File: src/rtl/irq_ctx_pkg.sv
package irq_ctx_pkg;
  typedef enum logic [1:0] {
    OP_IDLE = 2'd0,
    OP_SAVE = 2'd1,
    OP_LOAD = 2'd2,
    OP_BOTH = 2'd3
  } ctx_op_e;

  function automatic ctx_op_e ctx_decode(input logic save, input logic load);
    return ctx_op_e'({load, save});
  endfunction
endpackage

File: src/rtl/irq_ctx_ctrl.sv
module irq_ctx_ctrl
  import irq_ctx_pkg::*;
#(
  parameter int DEPTH = 2,
  localparam int CNT_W = $clog2(DEPTH + 1)
) (
  input  logic             clk,
  input  logic             rst_n,
  input  logic             save_i,
  input  logic             load_i,
  input  logic             wr_i,
  output logic [CNT_W-1:0] depth_o,
  output logic             store_o,
  output logic             shift_o,
  output logic             restore_o,
  output logic             clear_o,
  output logic             write_o,
  output logic             ovf_o,
  output logic             unf_o
);
  localparam logic [CNT_W-1:0] FULL = CNT_W'(DEPTH);

  ctx_op_e          op;
  logic             empty, full;
  logic [CNT_W-1:0] depth_d;
  logic             ovf_d, unf_d;

  assign op    = ctx_decode(save_i, load_i);
  assign empty = (depth_o == '0);
  assign full  = (depth_o == FULL);

  always_comb begin
    depth_d   = depth_o;
    ovf_d     = ovf_o;
    unf_d     = unf_o;
    store_o   = 1'b0;
    shift_o   = 1'b0;
    restore_o = 1'b0;
    clear_o   = 1'b0;
    write_o   = 1'b0;
    unique case (op)
      OP_SAVE: begin
        clear_o = 1'b1;
        if (full) begin
          shift_o = 1'b1;
          ovf_d   = 1'b1;
        end else begin
          store_o = 1'b1;
          depth_d = depth_o + 1'b1;
        end
      end
      OP_LOAD: begin
        if (empty) begin
          unf_d = 1'b1;
        end else begin
          restore_o = 1'b1;
          depth_d   = depth_o - 1'b1;
        end
      end
      OP_BOTH: begin
        clear_o = 1'b1;
        if (empty) begin
          unf_d   = 1'b1;
          store_o = 1'b1;
          depth_d = CNT_W'(1);
        end
      end
      default: write_o = wr_i;
    endcase
  end

  always_ff @(posedge clk or negedge rst_n) begin
    if (!rst_n) begin
      depth_o <= '0;
      ovf_o   <= 1'b0;
      unf_o   <= 1'b0;
    end else begin
      depth_o <= depth_d;
      ovf_o   <= ovf_d;
      unf_o   <= unf_d;
    end
  end
endmodule

File: src/rtl/irq_ctx_lifo.sv
module irq_ctx_lifo #(
  parameter int DEPTH = 2,
  parameter int CTX_W = 5,
  localparam int CNT_W = $clog2(DEPTH + 1)
) (
  input  logic             clk,
  input  logic             rst_n,
  input  logic [CNT_W-1:0] depth_i,
  input  logic             store_i,
  input  logic             shift_i,
  input  logic [CTX_W-1:0] din_i,
  output logic [CTX_W-1:0] top_o
);
  logic [CTX_W-1:0] slot_q [DEPTH];

  for (genvar g = 0; g < DEPTH; g++) begin : g_slot
    logic [CTX_W-1:0] from_above;
    if (g == DEPTH - 1) begin : g_last
      assign from_above = din_i;
    end else begin : g_mid
      assign from_above = slot_q[g+1];
    end

    always_ff @(posedge clk or negedge rst_n) begin
      if (!rst_n) begin
        slot_q[g] <= '0;
      end else if (shift_i) begin
        slot_q[g] <= from_above;
      end else if (store_i && depth_i == CNT_W'(g)) begin
        slot_q[g] <= din_i;
      end
    end
  end

  always_comb begin
    top_o = slot_q[0];
    for (int i = 0; i < DEPTH; i++) begin
      if (depth_i == CNT_W'(i + 1)) top_o = slot_q[i];
    end
  end
endmodule

File: src/rtl/irq_ctx_live.sv
module irq_ctx_live #(
  parameter int CTX_W = 5
) (
  input  logic             clk,
  input  logic             rst_n,
  input  logic             clear_i,
  input  logic             restore_i,
  input  logic             write_i,
  input  logic [CTX_W-1:0] top_i,
  input  logic [CTX_W-1:0] wdata_i,
  output logic [CTX_W-1:0] live_o
);
  always_ff @(posedge clk or negedge rst_n) begin
    if (!rst_n)         live_o <= '0;
    else if (clear_i)   live_o <= '0;
    else if (restore_i) live_o <= top_i;
    else if (write_i)   live_o <= wdata_i;
  end
endmodule

File: src/rtl/irq_ctx_stack.sv
module irq_ctx_stack #(
  parameter int BANK_W = 4,
  parameter int DEPTH  = 2,
  localparam int CTX_W = BANK_W + 1,
  localparam int CNT_W = $clog2(DEPTH + 1)
) (
  input  logic              clk,
  input  logic              rst_n,
  input  logic              wr_en,
  input  logic [BANK_W-1:0] wr_bank,
  input  logic              wr_idx,
  input  logic              irq_accept,
  input  logic              irq_return,
  output logic [BANK_W-1:0] bank_o,
  output logic              idx_en_o,
  output logic [CNT_W-1:0]  depth_o,
  output logic              overflow_o,
  output logic              underflow_o
);
  logic             store, shift, restore, clear, write;
  logic [CTX_W-1:0] live, top;

  irq_ctx_ctrl #(.DEPTH(DEPTH)) ctrl_i (
    .clk(clk), .rst_n(rst_n), .save_i(irq_accept), .load_i(irq_return),
    .wr_i(wr_en), .depth_o(depth_o), .store_o(store), .shift_o(shift),
    .restore_o(restore), .clear_o(clear), .write_o(write),
    .ovf_o(overflow_o), .unf_o(underflow_o)
  );

  irq_ctx_lifo #(.DEPTH(DEPTH), .CTX_W(CTX_W)) lifo_i (
    .clk(clk), .rst_n(rst_n), .depth_i(depth_o), .store_i(store),
    .shift_i(shift), .din_i(live), .top_o(top)
  );

  irq_ctx_live #(.CTX_W(CTX_W)) live_i (
    .clk(clk), .rst_n(rst_n), .clear_i(clear), .restore_i(restore),
    .write_i(write), .top_i(top), .wdata_i({wr_bank, wr_idx}), .live_o(live)
  );

  assign bank_o   = live[CTX_W-1:1];
  assign idx_en_o = live[0];
endmodule

File: config.mk
export PLATFORM = sky130hd
export DESIGN_NAME = irq_ctx_stack
export DESIGN_NICKNAME = d
export VERILOG_FILES = /design/src/rtl/irq_ctx_pkg.sv /design/src/rtl/irq_ctx_ctrl.sv /design/src/rtl/irq_ctx_lifo.sv /design/src/rtl/irq_ctx_live.sv /design/src/rtl/irq_ctx_stack.sv
export SDC_FILE = /design/constraint.sdc
export NUM_CORES = 1
export LEC_CHECK = 0
export BUFFER_PORTS_ARGS = -buffer_cell sky130_fd_sc_hd__buf_4
export CAP_MARGIN = 20
export CELL_PAD_IN_SITES_DETAIL_PLACEMENT = 2
export CELL_PAD_IN_SITES_GLOBAL_PLACEMENT = 2
export CORE_MARGIN = 8
export CORE_UTILIZATION = 34
export CTS_CLUSTER_SIZE = 10
export DETAILED_ROUTE_END_ITERATION = 8
export GPL_TIMING_DRIVEN = 0
export PLACE_DENSITY = 0.76
export SYNTH_ARGS = -nofsm -noshare
export SYNTH_HDL_FRONTEND = slang
export SYNTH_SLANG_ARGS = --single-unit
File: constraint.sdc
create_clock -name clk -period 2.1 [get_ports clk]
set_input_delay 0.42 -clock clk [delete_from_list [all_inputs] [get_ports clk]]
set_output_delay 0.42 -clock clk [all_outputs]
set_load 0.05 [all_outputs]
# Word-level counts from Yosys, hierarchy flattened
# Index checks and enable logic that the tools add are counted.
dict set report classes {
  eq_ne 8
  n_reduce_logical 13
  add_sub_neg 2
  mux 21
}
# cell count
set op_table {}
lappend op_table {{$mux 5} 8}
lappend op_table {{$mux 1} 8}
lappend op_table {{$eq 2x2->1 const B} 3}
lappend op_table {{$mux 2} 3}
lappend op_table {{$pmux 2 s3} 1}
lappend op_table {{$reduce_bool 3->1} 2}
lappend op_table {{$eq 2x1->1 const B} 2}
lappend op_table {{$ne 2x2->1 const B} 2}
lappend op_table {{$reduce_and 2->1} 2}
lappend op_table {{$reduce_and 4->1} 1}
lappend op_table {{$reduce_bool 2->1} 2}
lappend op_table {{$reduce_or 2->1} 2}
lappend op_table {{$reduce_or 3->1} 1}
lappend op_table {{$add 2x1->2 const B} 1}
lappend op_table {{$logic_and 1x1->1} 2}
lappend op_table {{$logic_not 2->1} 1}
lappend op_table {{$ne 2x1->1 const B} 1}
lappend op_table {{$pmux 1 s2} 1}
lappend op_table {{$sub 2x1->2 const B} 1}
dict set report word_totals {
  in_bits 10
  output_inout_bits 9
  wordCells 50
  ff_bits 19
}

# Logic depth before layout (Yosys ltp)
# Gate-level depths: netlist of run 1.
dict set report logic_depth {
  depth_word 6
  ltp_mapped 6
  mapped_depth_nobuf 5
}

# Cells and area by module
# From an unflattened synthesis of run 1, not the netlist that was laid out.
dict set report unflattened {
  hier_cells 84
  hier_area_um2 1046.0
}
# module seq_area_each_um2 area_each_um2 cells_each n_inst
set modules_own_cells {}
lappend modules_own_cells {irq_ctx_lifo 250.2 540.5 36 1}
lappend modules_own_cells {irq_ctx_live 125.1 259.0 22 1}
lappend modules_own_cells {irq_ctx_ctrl 100.1 246.5 26 1}

# Least setup slack after synthesis of run 1
# No wires, ideal clock.
dict set report synth_path {
  path_kind {reg2reg}
  start {reg ctrl_i.depth_o[0]}
  end {reg lifo_i.slot_q[5] (netlist bit)}
  path_buffers 1
  period_less_slack_ns 1.861
  path_stages_with_launch 6
  setup_ns 0.126
  required_time_ns 1.974
  setup_slack_ns 0.239
  arrival_time_ns 1.735
  path_cell_list {dfrtp_1 inv_1 ha_1 clkbuf_4 and3_1 a221o_1}
}
dict set report synth_via {
  elab_chain_len 5
  elab_cells_between_ends 10
  classes_between {eq/ne: 1; mux: 6; reduce/logical: 3}
}
# element line
set synth_rtl {}
lappend synth_rtl {{start: declaration} irq_ctx_ctrl.sv:12} ;# output logic [CNT_W-1:0] depth_o,
lappend synth_rtl {{start signal: assignment} irq_ctx_ctrl.sv:78} ;# depth_o <= depth_d;
lappend synth_rtl {{$eq 2x2->1 / $logic_not 2->1 (equally long branches)} {irq_ctx_ctrl.sv:30, irq_ctx_ctrl.sv:29, irq_ctx_lifo.sv:29}}
lappend synth_rtl {{$mux 1 (on tied branches)} {irq_ctx_ctrl.sv:44, irq_ctx_ctrl.sv:62}}
lappend synth_rtl {{$pmux 1 s2} irq_ctx_ctrl.sv:41} ;# unique case (op)
lappend synth_rtl {{$logic_and 1x1->1} irq_ctx_lifo.sv:29} ;# end else if (store_i && depth_i == CNT_W'(g)) begin
lappend synth_rtl {{$reduce_bool 2->1 (no line)} --}
lappend synth_rtl {{end signal: indexed assignment} irq_ctx_lifo.sv:28} ;# slot_q[g] <= from_above;
lappend synth_rtl {{end signal: indexed assignment} irq_ctx_lifo.sv:30} ;# slot_q[g] <= din_i;
lappend synth_rtl {{end: declaration} irq_ctx_lifo.sv:14} ;# logic [CTX_W-1:0] slot_q [DEPTH];
# Several ways; a longest one is shown, not always the timed one.
# A chain may end at the register's enable or synchronous reset.

# Worst setup path after layout of run 1
# Same ends and word-level chain as after synthesis.

==> impl_results.md, run 1 <==
* Outcome: finished clean
* Commonest non-fill, non-tap cell in the layout: dfrtp_1
* FMAX at 549.8 MHz
* Vias per cell at 5.529
* Crit start category: flip-flop
* Non-filler cells in the finished layout at roughly 140
* Boundary Pins at 19
* Switching Fraction at between 40% and 50%
* Synthesized net count at 95
* DR WL/cell at 19.27 um
* Maximum clock insertion buffer count at 2
* Most frequent cells in the layout: dfrtp_1, buf_4, a221o_1, nor2_1, mux2i_1
* Fin. Hold Viols at 0
* Register Area at between 400 and 500 um2
* Initial antenna violation count at 0
* Max_slew headroom at ~45%
* CP required at roughly 2300 ps
* Antenna Cells at 0
* Drt total wl at approximately 2600 um
* GRT Resource Usage Total at 11.25%
* First-pass GRT wire length at 4574 um
* Clk_skew at 8.393 ps
* Main combinational cell family by area after synthesis: compound AO/OA/AOI/OAI gates
* First DRT Iteration DRCs at 31
* Mapped cell area at approximately 980 um2
* FF-to-FF path depth at 6
* Aggregate negative setup slack at 0 ps
* Postcts setup bufs at 0
* Power share of the sequential group at between 40% and 50%
* Worst Hold End: live_i.live_o[2]
* Die span in y at about 70 um
* Syn avg cell area at 11.93 um2
* Synth Instances at 82
* CTS tree: yes
* Pint at 0.8715 mW
* Num CTS Buffers at 3
* Max-slew violations at 0
* Multi-input gate area at approximately 470 um2
* Measured slew at the worst slew-check pin at about 800 ps
* Post-synthesis sequential area ratio at ~50%
* Die width at 69.65 um
* Simple-gate area share of the yosys netlist at 14.71%
* Share of cells above drive strength 1 at ~26%
* R2r setup slk at 280 ps
* Worst skew pair latency at 290 ps
* Die area at 0.004850 mm2
* Fillers at 305
* Mux cell area share after synthesis at 11.89%
* Starting Density at between 30 and 40%
* Maximum vdd ir drop at 0.0006614 V
* Critical Path Fanout Max at 10
* Synth warnings at 0
* Kind of critical path: flip-flop to flip-flop
* DR vias at 752
* Hold Path Class: input port to flip-flop
* Clk slew on worst S/H paths at 110 ps
* Final nets at 119
* Overflow after GRT at 0
* Hold Startpoint: wr_bank[1]
* Site Rows at 19
* Clk pwr share at between 10% and 20%
* Placed cell area at 0.001152 mm2
* Adder-cell share of the synthesized area at under 10%
* Drt pass-1 iters at 4
* Design area at 0.001189 mm2
* Hold Path Depth at 2
* Cell variety after synth at 27
* Pin count of the biggest net entering global routing at 20
* Compound-Gate Fraction of Synth Area at 16.62%
* Root buffer cell: clkbuf_4
* RSZ-0062 raised after global routing: false
* CP Data Arrival Time at 1990 ps
* Post-CTS Hold Buffers at 1
* #FFs+latches synth at 19
* Remaining DRCs at 0
* Cell Count Post-Placement at about 130
* Number of global-route vias before repair at 906
* Antenna Violating Nets Remaining at 0
* CTS sink cnt at 19
* HPWL after DPL at 1951 um
* Core area at 0.002758 mm2
* PortBufs at 18
* Comb power frac at 48.1%
* Switching pwr at 0.6646 mW
* P&R area growth vs syn at 21.48%
* Final cycle utilization of the critical path at roughly 87%
* Setup Viol. Count Final at 0
* R2r endpoint: lifo_i.slot_q[5]
* Leakage power at 0.5888 nW
* Final min period at 1819 ps
* Power Density at 1292 mW/mm2
* PostCTS Resize Cnt at 0
* Synth Area in XOR/XNOR at 0.8951%
* Critical path endpoint category: flip-flop
* CTS H-tree depth at 1
* GP Congestion at around 0.75
* R2r startpoint: ctrl_i.depth_o[0]
* Maxcap violations at 0
[worst max-delay path by stage]
stage,startpoint,end,slack (ps),cells after the start
after floorplan,ctrl_i.depth_o[0],lifo_i.slot_q[5],240,5
after global placement,ctrl_i.depth_o[0],lifo_i.slot_q[6],360,6
after detailed placement,ctrl_i.depth_o[0],lifo_i.slot_q[5],300,6
after CTS,ctrl_i.depth_o[0],lifo_i.slot_q[5],270,6
after global routing,ctrl_i.depth_o[0],lifo_i.slot_q[9],170,6
final,ctrl_i.depth_o[0],lifo_i.slot_q[5],280,6
[registers in the layout (all words and copies together), names as in the netlist]
| signal | flops |
|---|---|
| lifo_i.slot_q | 5 |
| ctrl_i.ovf_o | 1 |
| ctrl_i.depth_o | 2 |
| ctrl_i.unf_o | 1 |
| lifo_i.g_slot.from_above | 5 |
| live_i.live_o | 5 |
[power by group through the flow]
stage          logic [mW]  registers, mW  clock network (mW)
4_1_cts             0.755          0.615               0.195
5_1_grt             0.806          0.634               0.212
3_3_place_gp        0.719          0.607                   0
2_1_floorplan       0.379          0.748                   0
6_report            0.738          0.615               0.183
3_5_place_dp        0.749          0.620                   0
[Yosys cell counts]
cell      instances  area (um2)
nor3_1            1       5.000
nand3b_4          1       20.02
o22ai_1           1       6.260
o21ai_0           1       5.000
a221oi_1          1       8.760
a21oi_1           1       5.000
xor2_1            1       8.760
nor3b_1           2       15.01
nor2b_1           2       12.51
nor2_1            7       26.28
nand3_1           1       5.000
nand2b_1          2       12.51
nand2_1           2       7.510
a221o_1          10       100.1
o21ai_2           1       8.760
a21oi_2           1       8.760
mux2_1            5       56.30
and3_1            5       31.28
dfrtp_1          19       475.5
clkbuf_4          1       7.510
a21o_1            1       7.510
a211oi_2          1       12.51
buf_6             1       11.26
ha_1              3       37.54
or3b_1            1       8.760
mux2i_1           6       60.06
inv_1             4       15.01
[cells by family after synthesis]
| kind of cell | after synthesis |
|---|---|
| AND/OR/NAND/NOR | 24 |
| flip-flops | 19 |
| AO/OA/AOI/OAI | 18 |
| multiplexers | 11 |
| buffers and inverters | 6 |
| adder cells (fa/ha/maj) | 3 |
| XOR/XNOR | 1 |
[per-stage QoR]
step                worst slack [ps]  util (%)  power [mW]  hold WS [ps]
finish                         281.1     43.10       1.536         355.9
global route                   169.1     43.10       1.652         340.2
CTS                            272.7     43.10       1.564         342.5
detailed placement             295.9     41.79       1.369         311.2
global placement               355.1     41.79       1.326         309.8
floorplan                      239.3         -       1.126         124.4
[layout make-up]
cell class | count | area share [%]
plain buffers | 2 | 1.579
clock buffers | 4 | 2.211
inverters | 4 | 1.263
multi-input cells | 57 | 39.47
flip-flops and latches | 19 | 40.00
well taps | 31 | 3.263
repair buffers | 19 | 12.21
[metal layers]
metal / track usage (%) / routed length (um) / vias up
met3: 2.718 / 89 / 2
met5: 0 / 0 / -
met2: 19.47 / 1344 / 9
li1: - / - / 355
met4: 3.571 / 14 / 0
met1: 13.25 / 1173 / 386
[critical path, stage by stage (launching register included)]
cell and delay [ps]:
dfrtp_1 430, inv_1 150, ha_1 230, clkbuf_4 280, nand3b_4 140, and3_1 210
a221o_1 270
(Power assumes the default switching activity.)
==> run 2, diff against run 1 <==
--- a/config.mk
+++ b/config.mk
@@ -5,16 +5,15 @@
 export SDC_FILE = /design/constraint.sdc
 export NUM_CORES = 1
 export LEC_CHECK = 0
-export BUFFER_PORTS_ARGS = -buffer_cell sky130_fd_sc_hd__buf_4
-export CAP_MARGIN = 20
 export CELL_PAD_IN_SITES_DETAIL_PLACEMENT = 2
 export CELL_PAD_IN_SITES_GLOBAL_PLACEMENT = 2
 export CORE_MARGIN = 8
-export CORE_UTILIZATION = 34
+export CORE_UTILIZATION = 35
 export CTS_CLUSTER_SIZE = 10
 export DETAILED_ROUTE_END_ITERATION = 8
+export DONT_BUFFER_PORTS = 1
 export GPL_TIMING_DRIVEN = 0
-export PLACE_DENSITY = 0.76
+export PLACE_DENSITY = 0.69
 export SYNTH_ARGS = -nofsm -noshare
 export SYNTH_HDL_FRONTEND = slang
 export SYNTH_SLANG_ARGS = --single-unit
==> impl_results.md, run 2 (synthesis results as in run 1) <==
* CTS H-tree depth at 1 (unchanged)
* Antenna Violating Nets Remaining at 0 (unchanged)
* Clk_skew at 12.29 ps (+3.900 ps)
* FMAX at 515.5 MHz (-6.2%)
* Setup Viol. Count Final at 0 (unchanged)
* Postcts setup bufs at 0 (unchanged)
* Placed cell area at 0.001017 mm2 (-12%)
* Measured slew at the worst slew-check pin at 887.6 ps (+67.22 ps)
* Most frequent cells in the layout: dfrtp_1, a221o_1, nor2_1, mux2i_1
* Final cycle utilization of the critical path at 92.38% (+5.8 points)
* Initial antenna violation count at 0 (unchanged)
* Site Rows at 19 (unchanged)
* GRT Resource Usage Total at 12.08% (+0.82 points)
* Antenna Cells at 0 (unchanged)
* Starting Density at 36.10% (+0.62 points)
* CP required at 2300 ps (+30 ps)
* Max-slew violations at 0 (unchanged)
* Commonest non-fill, non-tap cell in the layout: dfrtp_1
* RSZ-0062 raised after global routing: false
* Root buffer cell: clkbuf_4
* Remaining DRCs at 0 (unchanged)
* Power Density at 1379 mW/mm2 (+6.7%)
* DR WL/cell at 21.78 um (+13%)
* Outcome: finished clean
* Total power at 1.461 mW (-4.9%)
* Hold Path Class: input port to flip-flop
* Maximum clock insertion buffer count at 2 (unchanged)
* Num CTS Buffers at 3 (unchanged)
* Final min period at 1940 ps (+121.0 ps)
* Critical Path Fanout Max at 10 (unchanged)
* Die area at 0.004743 mm2 (-2.2%)
* Crit start category: flip-flop
* Drt total wl at 2570 um (-1.9%)
* PortBufs at 0 (-18)
* Vias per cell at 5.907 (+6.8%)
* Die span in y at 68.87 um (-1.1%)
* Maximum vdd ir drop at 0.0005501 V (-17%)
* CP Data Arrival Time at 2140 ps (+150 ps)
* Pin count of the biggest net entering global routing at 20 (unchanged)
* Drt pass-1 iters at 4 (unchanged)
* Max_slew headroom at 40.70% (-4.5 points)
* P&R area growth vs syn at 8.312%
* CTS sink cnt at 19 (unchanged)
* First-pass GRT wire length at 4257 um (-6.9%)
* First DRT Iteration DRCs at 20 (-35%)
* Overflow after GRT at 0 (unchanged)
* GP Congestion at 0.7083 (-5.2%)
* HPWL after DPL at 1915 um (-1.9%)
* DR vias at 697 (-7.3%)
* Kind of critical path: flip-flop to flip-flop
* Share of cells above drive strength 1 at 13.79% (-12 points)
* Design area at 0.001060 mm2 (-11%)
* Worst skew pair latency at 300 ps (about the same)
* Number of global-route vias before repair at 822 (-9.3%)
* Final nets at 101 (-15%)
* CTS tree: yes
* Critical path endpoint category: flip-flop
* Boundary Pins at 19 (unchanged)
* Die width at 68.87 um (-1.1%)
* Fin. Hold Viols at 0 (unchanged)
* Core area at 0.002710 mm2 (-1.7%)
* Maxcap violations at 0 (unchanged)
* Clk slew on worst S/H paths at 130 ps (+20 ps)
* Leakage power at 0.4975 nW (-15%)
run 2: cell types whose count changed in the layout (fill, tap and decap cells not counted):
cell        previous run  this run
dfrtp_2                0         2
dfrtp_1               19        17
clkbuf_1               1         0
buf_4                 18         0
clkinvlp_4             0         1
run 2: metrics by stage:
step           setup TNS, ps  setup WS (ps)  instances  hold slack (ps)  util, %
3_3_place_gp               0          56.53        113            125.1    37.53
2_1_floorplan              0          239.3         82            124.4        -
4_1_cts                    0          66.76        118            223.9    39.06
6_report                   0          160.1        118            235.3    39.10
5_1_grt                    0          38.18        118            247.2    39.10
3_5_place_dp          -6.373         -6.373        113            125.1    37.53
run 2: worst paths after layout:
| kind | cells after the start | from | slack [ps] | to |
|---|---|---|---|---|
| hold reg to reg | 1 | lifo_i.g_slot[0].from_above[0] | 540 | lifo_i.g_slot[0].from_above[0] |
| min in group asynchronous | 1 | rst_n | 660 | ctrl_i.depth_o[0] |
| hold / removal | 1 | irq_return | 240 | ctrl_i.unf_o |
| max in group asynchronous | 1 | rst_n | 830 | ctrl_i.depth_o[1] |
| setup / recovery | 6 | ctrl_i.depth_o[0] | 160 | lifo_i.slot_q[6] |
| setup reg to reg | 6 | ctrl_i.depth_o[0] | 160 | lifo_i.slot_q[6] |
run 2: final cells by class:
cell class,count,area (um2)
clock inverters,1,7.507
inverters,4,15.01
plain buffers,2,18.77
fillers,294,1650
repair buffers,1,10.01
flip-flops and latches,19,478.0
multi-input cells,57,469.2
well taps,31,38.79
clock buffers,3,22.52
run 2: power breakdown:
part,switching [mW],internal (mW),leakage [nW]
registers,0.285,0.503,0.243
logic,0.250,0.226,0.241
clock network,0.125,0.0724,0.0139
total,0.659,0.802,0.498
run 2: worst max-delay path: stages, from the launching register on:
cell,delay [ps]
dfrtp_2,560
inv_1,170
ha_1,220
clkbuf_4,260
nand3b_4,140
and3_1,220
a221o_1,270
run 2: repair_timing:
item                       CTS  global route
setup endpoints to repair    6             8
pin swaps                    0             0
gates cloned                 0             0
gates resized for setup      1             1
hold endpoints to repair    19             0
hold buffers                 1             0
run 2: routing by layer:
| layer | vias up | track usage, % | routed length (um) |
|---|---|---|---|
| met2 | 21 | 19.68 | 1270 |
| met5 | - | 0 | 0 |
| met1 | 349 | 14.42 | 1088 |
| met3 | 8 | 3.231 | 137 |
| li1 | 319 | - | - |
| met4 | 0 | 5.764 | 74 |
==> run 3, diff against run 2 <==
--- a/config.mk
+++ b/config.mk
@@ -9,6 +9,7 @@
 export CELL_PAD_IN_SITES_GLOBAL_PLACEMENT = 2
 export CORE_MARGIN = 8
 export CORE_UTILIZATION = 35
+export CTS_BUF_LIST = sky130_fd_sc_hd__clkbuf_8
 export CTS_CLUSTER_SIZE = 10
 export DETAILED_ROUTE_END_ITERATION = 8
 export DONT_BUFFER_PORTS = 1
==> impl_results.md, run 3 (synthesis results as in run 1) <==
* Final cycle utilization of the critical path at 92.18% (-0.20 points)
* Pin count of the biggest net entering global routing at 20 (unchanged)
* Setup WS post-layout at 164.3 ps (+4.222 ps)
* Max-slew violations at 0 (unchanged)
* Clk slew on worst S/H paths at 90 ps (-40 ps)
* Maximum clock insertion buffer count at 2 (unchanged)
* Number of global-route vias before repair at 816 (-0.73%)
* Worst skew pair latency at 260 ps (-40 ps)
* Vias per cell at 5.847 (-1.0%)
* Die width at 68.87 um (unchanged)
* CP required at 2250 ps (-50 ps)
* Multi-input gate area at 469.2 um2 (unchanged)
* Initial antenna violation count at 0 (unchanged)
* Starting Density at 36.10% (unchanged)
* Clk_skew at 10.05 ps (-2.243 ps)
* Remaining DRCs at 0 (unchanged)
* Hold Path Depth at 1 (unchanged)
* Kind of critical path: flip-flop to flip-flop
* Design area at 0.001079 mm2 (+1.8%)
* Final nets at 101 (unchanged)
* Final min period at 1936 ps (-4.222 ps)
* Overflow after GRT at 0 (unchanged)
* Hold Path Class: input port to flip-flop
* GRT Resource Usage Total at 12.54% (+0.46 points)
* Critical Path Fanout Max at 10 (unchanged)
* Commonest non-fill, non-tap cell in the layout: dfrtp_1
* FMAX at 516.6 MHz (+0.22%)
* Die area at 0.004743 mm2 (unchanged)
* CTS tree: yes
* Drt total wl at 2645 um (+2.9%)
* Measured slew at the worst slew-check pin at 894.6 ps (+7.034 ps)
* Leakage power at 0.5053 nW (+1.6%)
* Num CTS Buffers at 3 (unchanged)
* HPWL after DPL at 1915 um (unchanged)
* RSZ-0062 raised after global routing: false
* CP Data Arrival Time at 2090 ps (-50 ps)
* Met2 Resource Use GR at 21.52% (+1.8 points)
* DR WL/cell at 22.42 um (+2.9%)
* Antenna Cells at 0 (unchanged)
* Boundary Pins at 19 (unchanged)
* Post-place setup slack at -6.373 ps (unchanged)
* First DRT Iteration DRCs at 31 (+55%)
* DR vias at 690 (-1.0%)
* Met1 usage in global routing at 14.71% (+0.29 points)
* CTS sink cnt at 19 (unchanged)
* Power Density at 1428 mW/mm2 (+3.6%)
* Share of cells above drive strength 1 at 13.79% (unchanged)
* Die span in y at 68.87 um (unchanged)
* Core area at 0.002710 mm2 (unchanged)
* Critical path endpoint category: flip-flop
* Placed cell area at 0.001017 mm2 (unchanged)
* Root buffer cell: clkbuf_8
* Min Hold Slack at 279.0 ps (+43.67 ps)
* R2r endpoint: lifo_i.slot_q[6]
* Aggregate negative setup slack at 0 ps (unchanged)
* Maxcap violations at 0 (unchanged)
* PortBufs at 0 (unchanged)
* Max_slew headroom at 40.16% (-0.54 points)
* Register Area at 478.0 um2 (unchanged)
* GRT Max-Usage Layer: met2
* Crit start category: flip-flop
* Maximum vdd ir drop at 0.0005875 V (+6.8%)
* First-pass GRT wire length at 4353 um (+2.3%)
* Fillers at 292 (-0.68%)
* Antenna Violating Nets Remaining at 0 (unchanged)
* Site Rows at 19 (unchanged)
* Worst Hold End: ctrl_i.unf_o
* Routing usage on met3 at 3.393% (+0.16 points)
* R2r setup slk at 160 ps (about the same)
* Hold Startpoint: irq_return
* Drt pass-1 iters at 4 (unchanged)
* Fin. Hold Viols at 0 (unchanged)
* Outcome: finished clean
* P&R area growth vs syn at 10.23%
* GP Congestion at 0.7083 (unchanged)
* Setup Viol. Count Final at 0 (unchanged)
* R2r startpoint: ctrl_i.depth_o[0]
* Most frequent cells in the layout: dfrtp_1, a221o_1, nor2_1, mux2i_1
* CTS H-tree depth at 1 (unchanged)
* FF-to-FF path depth at 6 (unchanged)
[run 3: cell counts in the layout (fill, tap and decap cells not counted)]
Identical to the previous run, type by type.
[run 3: power by group]
group,internal [mW],switching (mW)
Sequential,0.504,0.286
Clock,0.134,0.137
Combinational,0.226,0.253
Total,0.864,0.676
[run 3: cell type report]
type	count	area share [%]
buffer	2	1.740
clock buffer	3	3.828
clock inverter	1	0.6961
inverter	4	1.392
multi-input combinational	57	43.50
sequential	19	44.32
tap	31	3.596
timing repair buffer	1	0.9281
[run 3: metal layers]
| layer | share of wire [%] | routed length [um] | vias up |
|---|---|---|---|
| li1 | - | - | 318 |
| met1 | 43 | 1145 | 358 |
| met2 | 52 | 1365 | 12 |
| met3 | 4.3 | 114 | 2 |
| met4 | 0.76 | 20 | 0 |
| met5 | 0 | 0 | - |
[run 3: timing repair]
item                       CTS  global route
buffers inserted             0             0
hold endpoints to repair    19             0
hold buffers                 1             0
gates resized for setup      1             1
setup endpoints to repair    8             9
[run 3: through the flow]
stage	cells	utilization (%)	power, mW
2_1_floorplan	82	-	1.126
3_3_place_gp	113	37.53	1.230
3_5_place_dp	113	37.53	1.272
4_1_cts	118	39.75	1.562
5_1_grt	118	39.80	1.640
6_report	118	39.80	1.540
[run 3: worst max path at each step]
stage / depth (start not counted) / startpoint / end / slack, ps
2_1_floorplan: 5 / ctrl_i.depth_o[0] / lifo_i.slot_q[5] / 240
3_3_place_gp: 5 / ctrl_i.depth_o[0] / live_i.live_o[4] / 60
3_5_place_dp: 5 / ctrl_i.depth_o[0] / live_i.live_o[3] / -6
4_1_cts: 5 / ctrl_i.depth_o[1] / lifo_i.slot_q[6] / 70
5_1_grt: 6 / ctrl_i.depth_o[0] / lifo_i.slot_q[9] / 40
6_report: 6 / ctrl_i.depth_o[0] / lifo_i.slot_q[6] / 160
[run 3: critical path, stage by stage (launching register included)]
cell      delay, ps
dfrtp_2         540
inv_1           170
ha_1            210
clkbuf_4        260
nand3b_4        140
and3_1          220
a221o_1         260
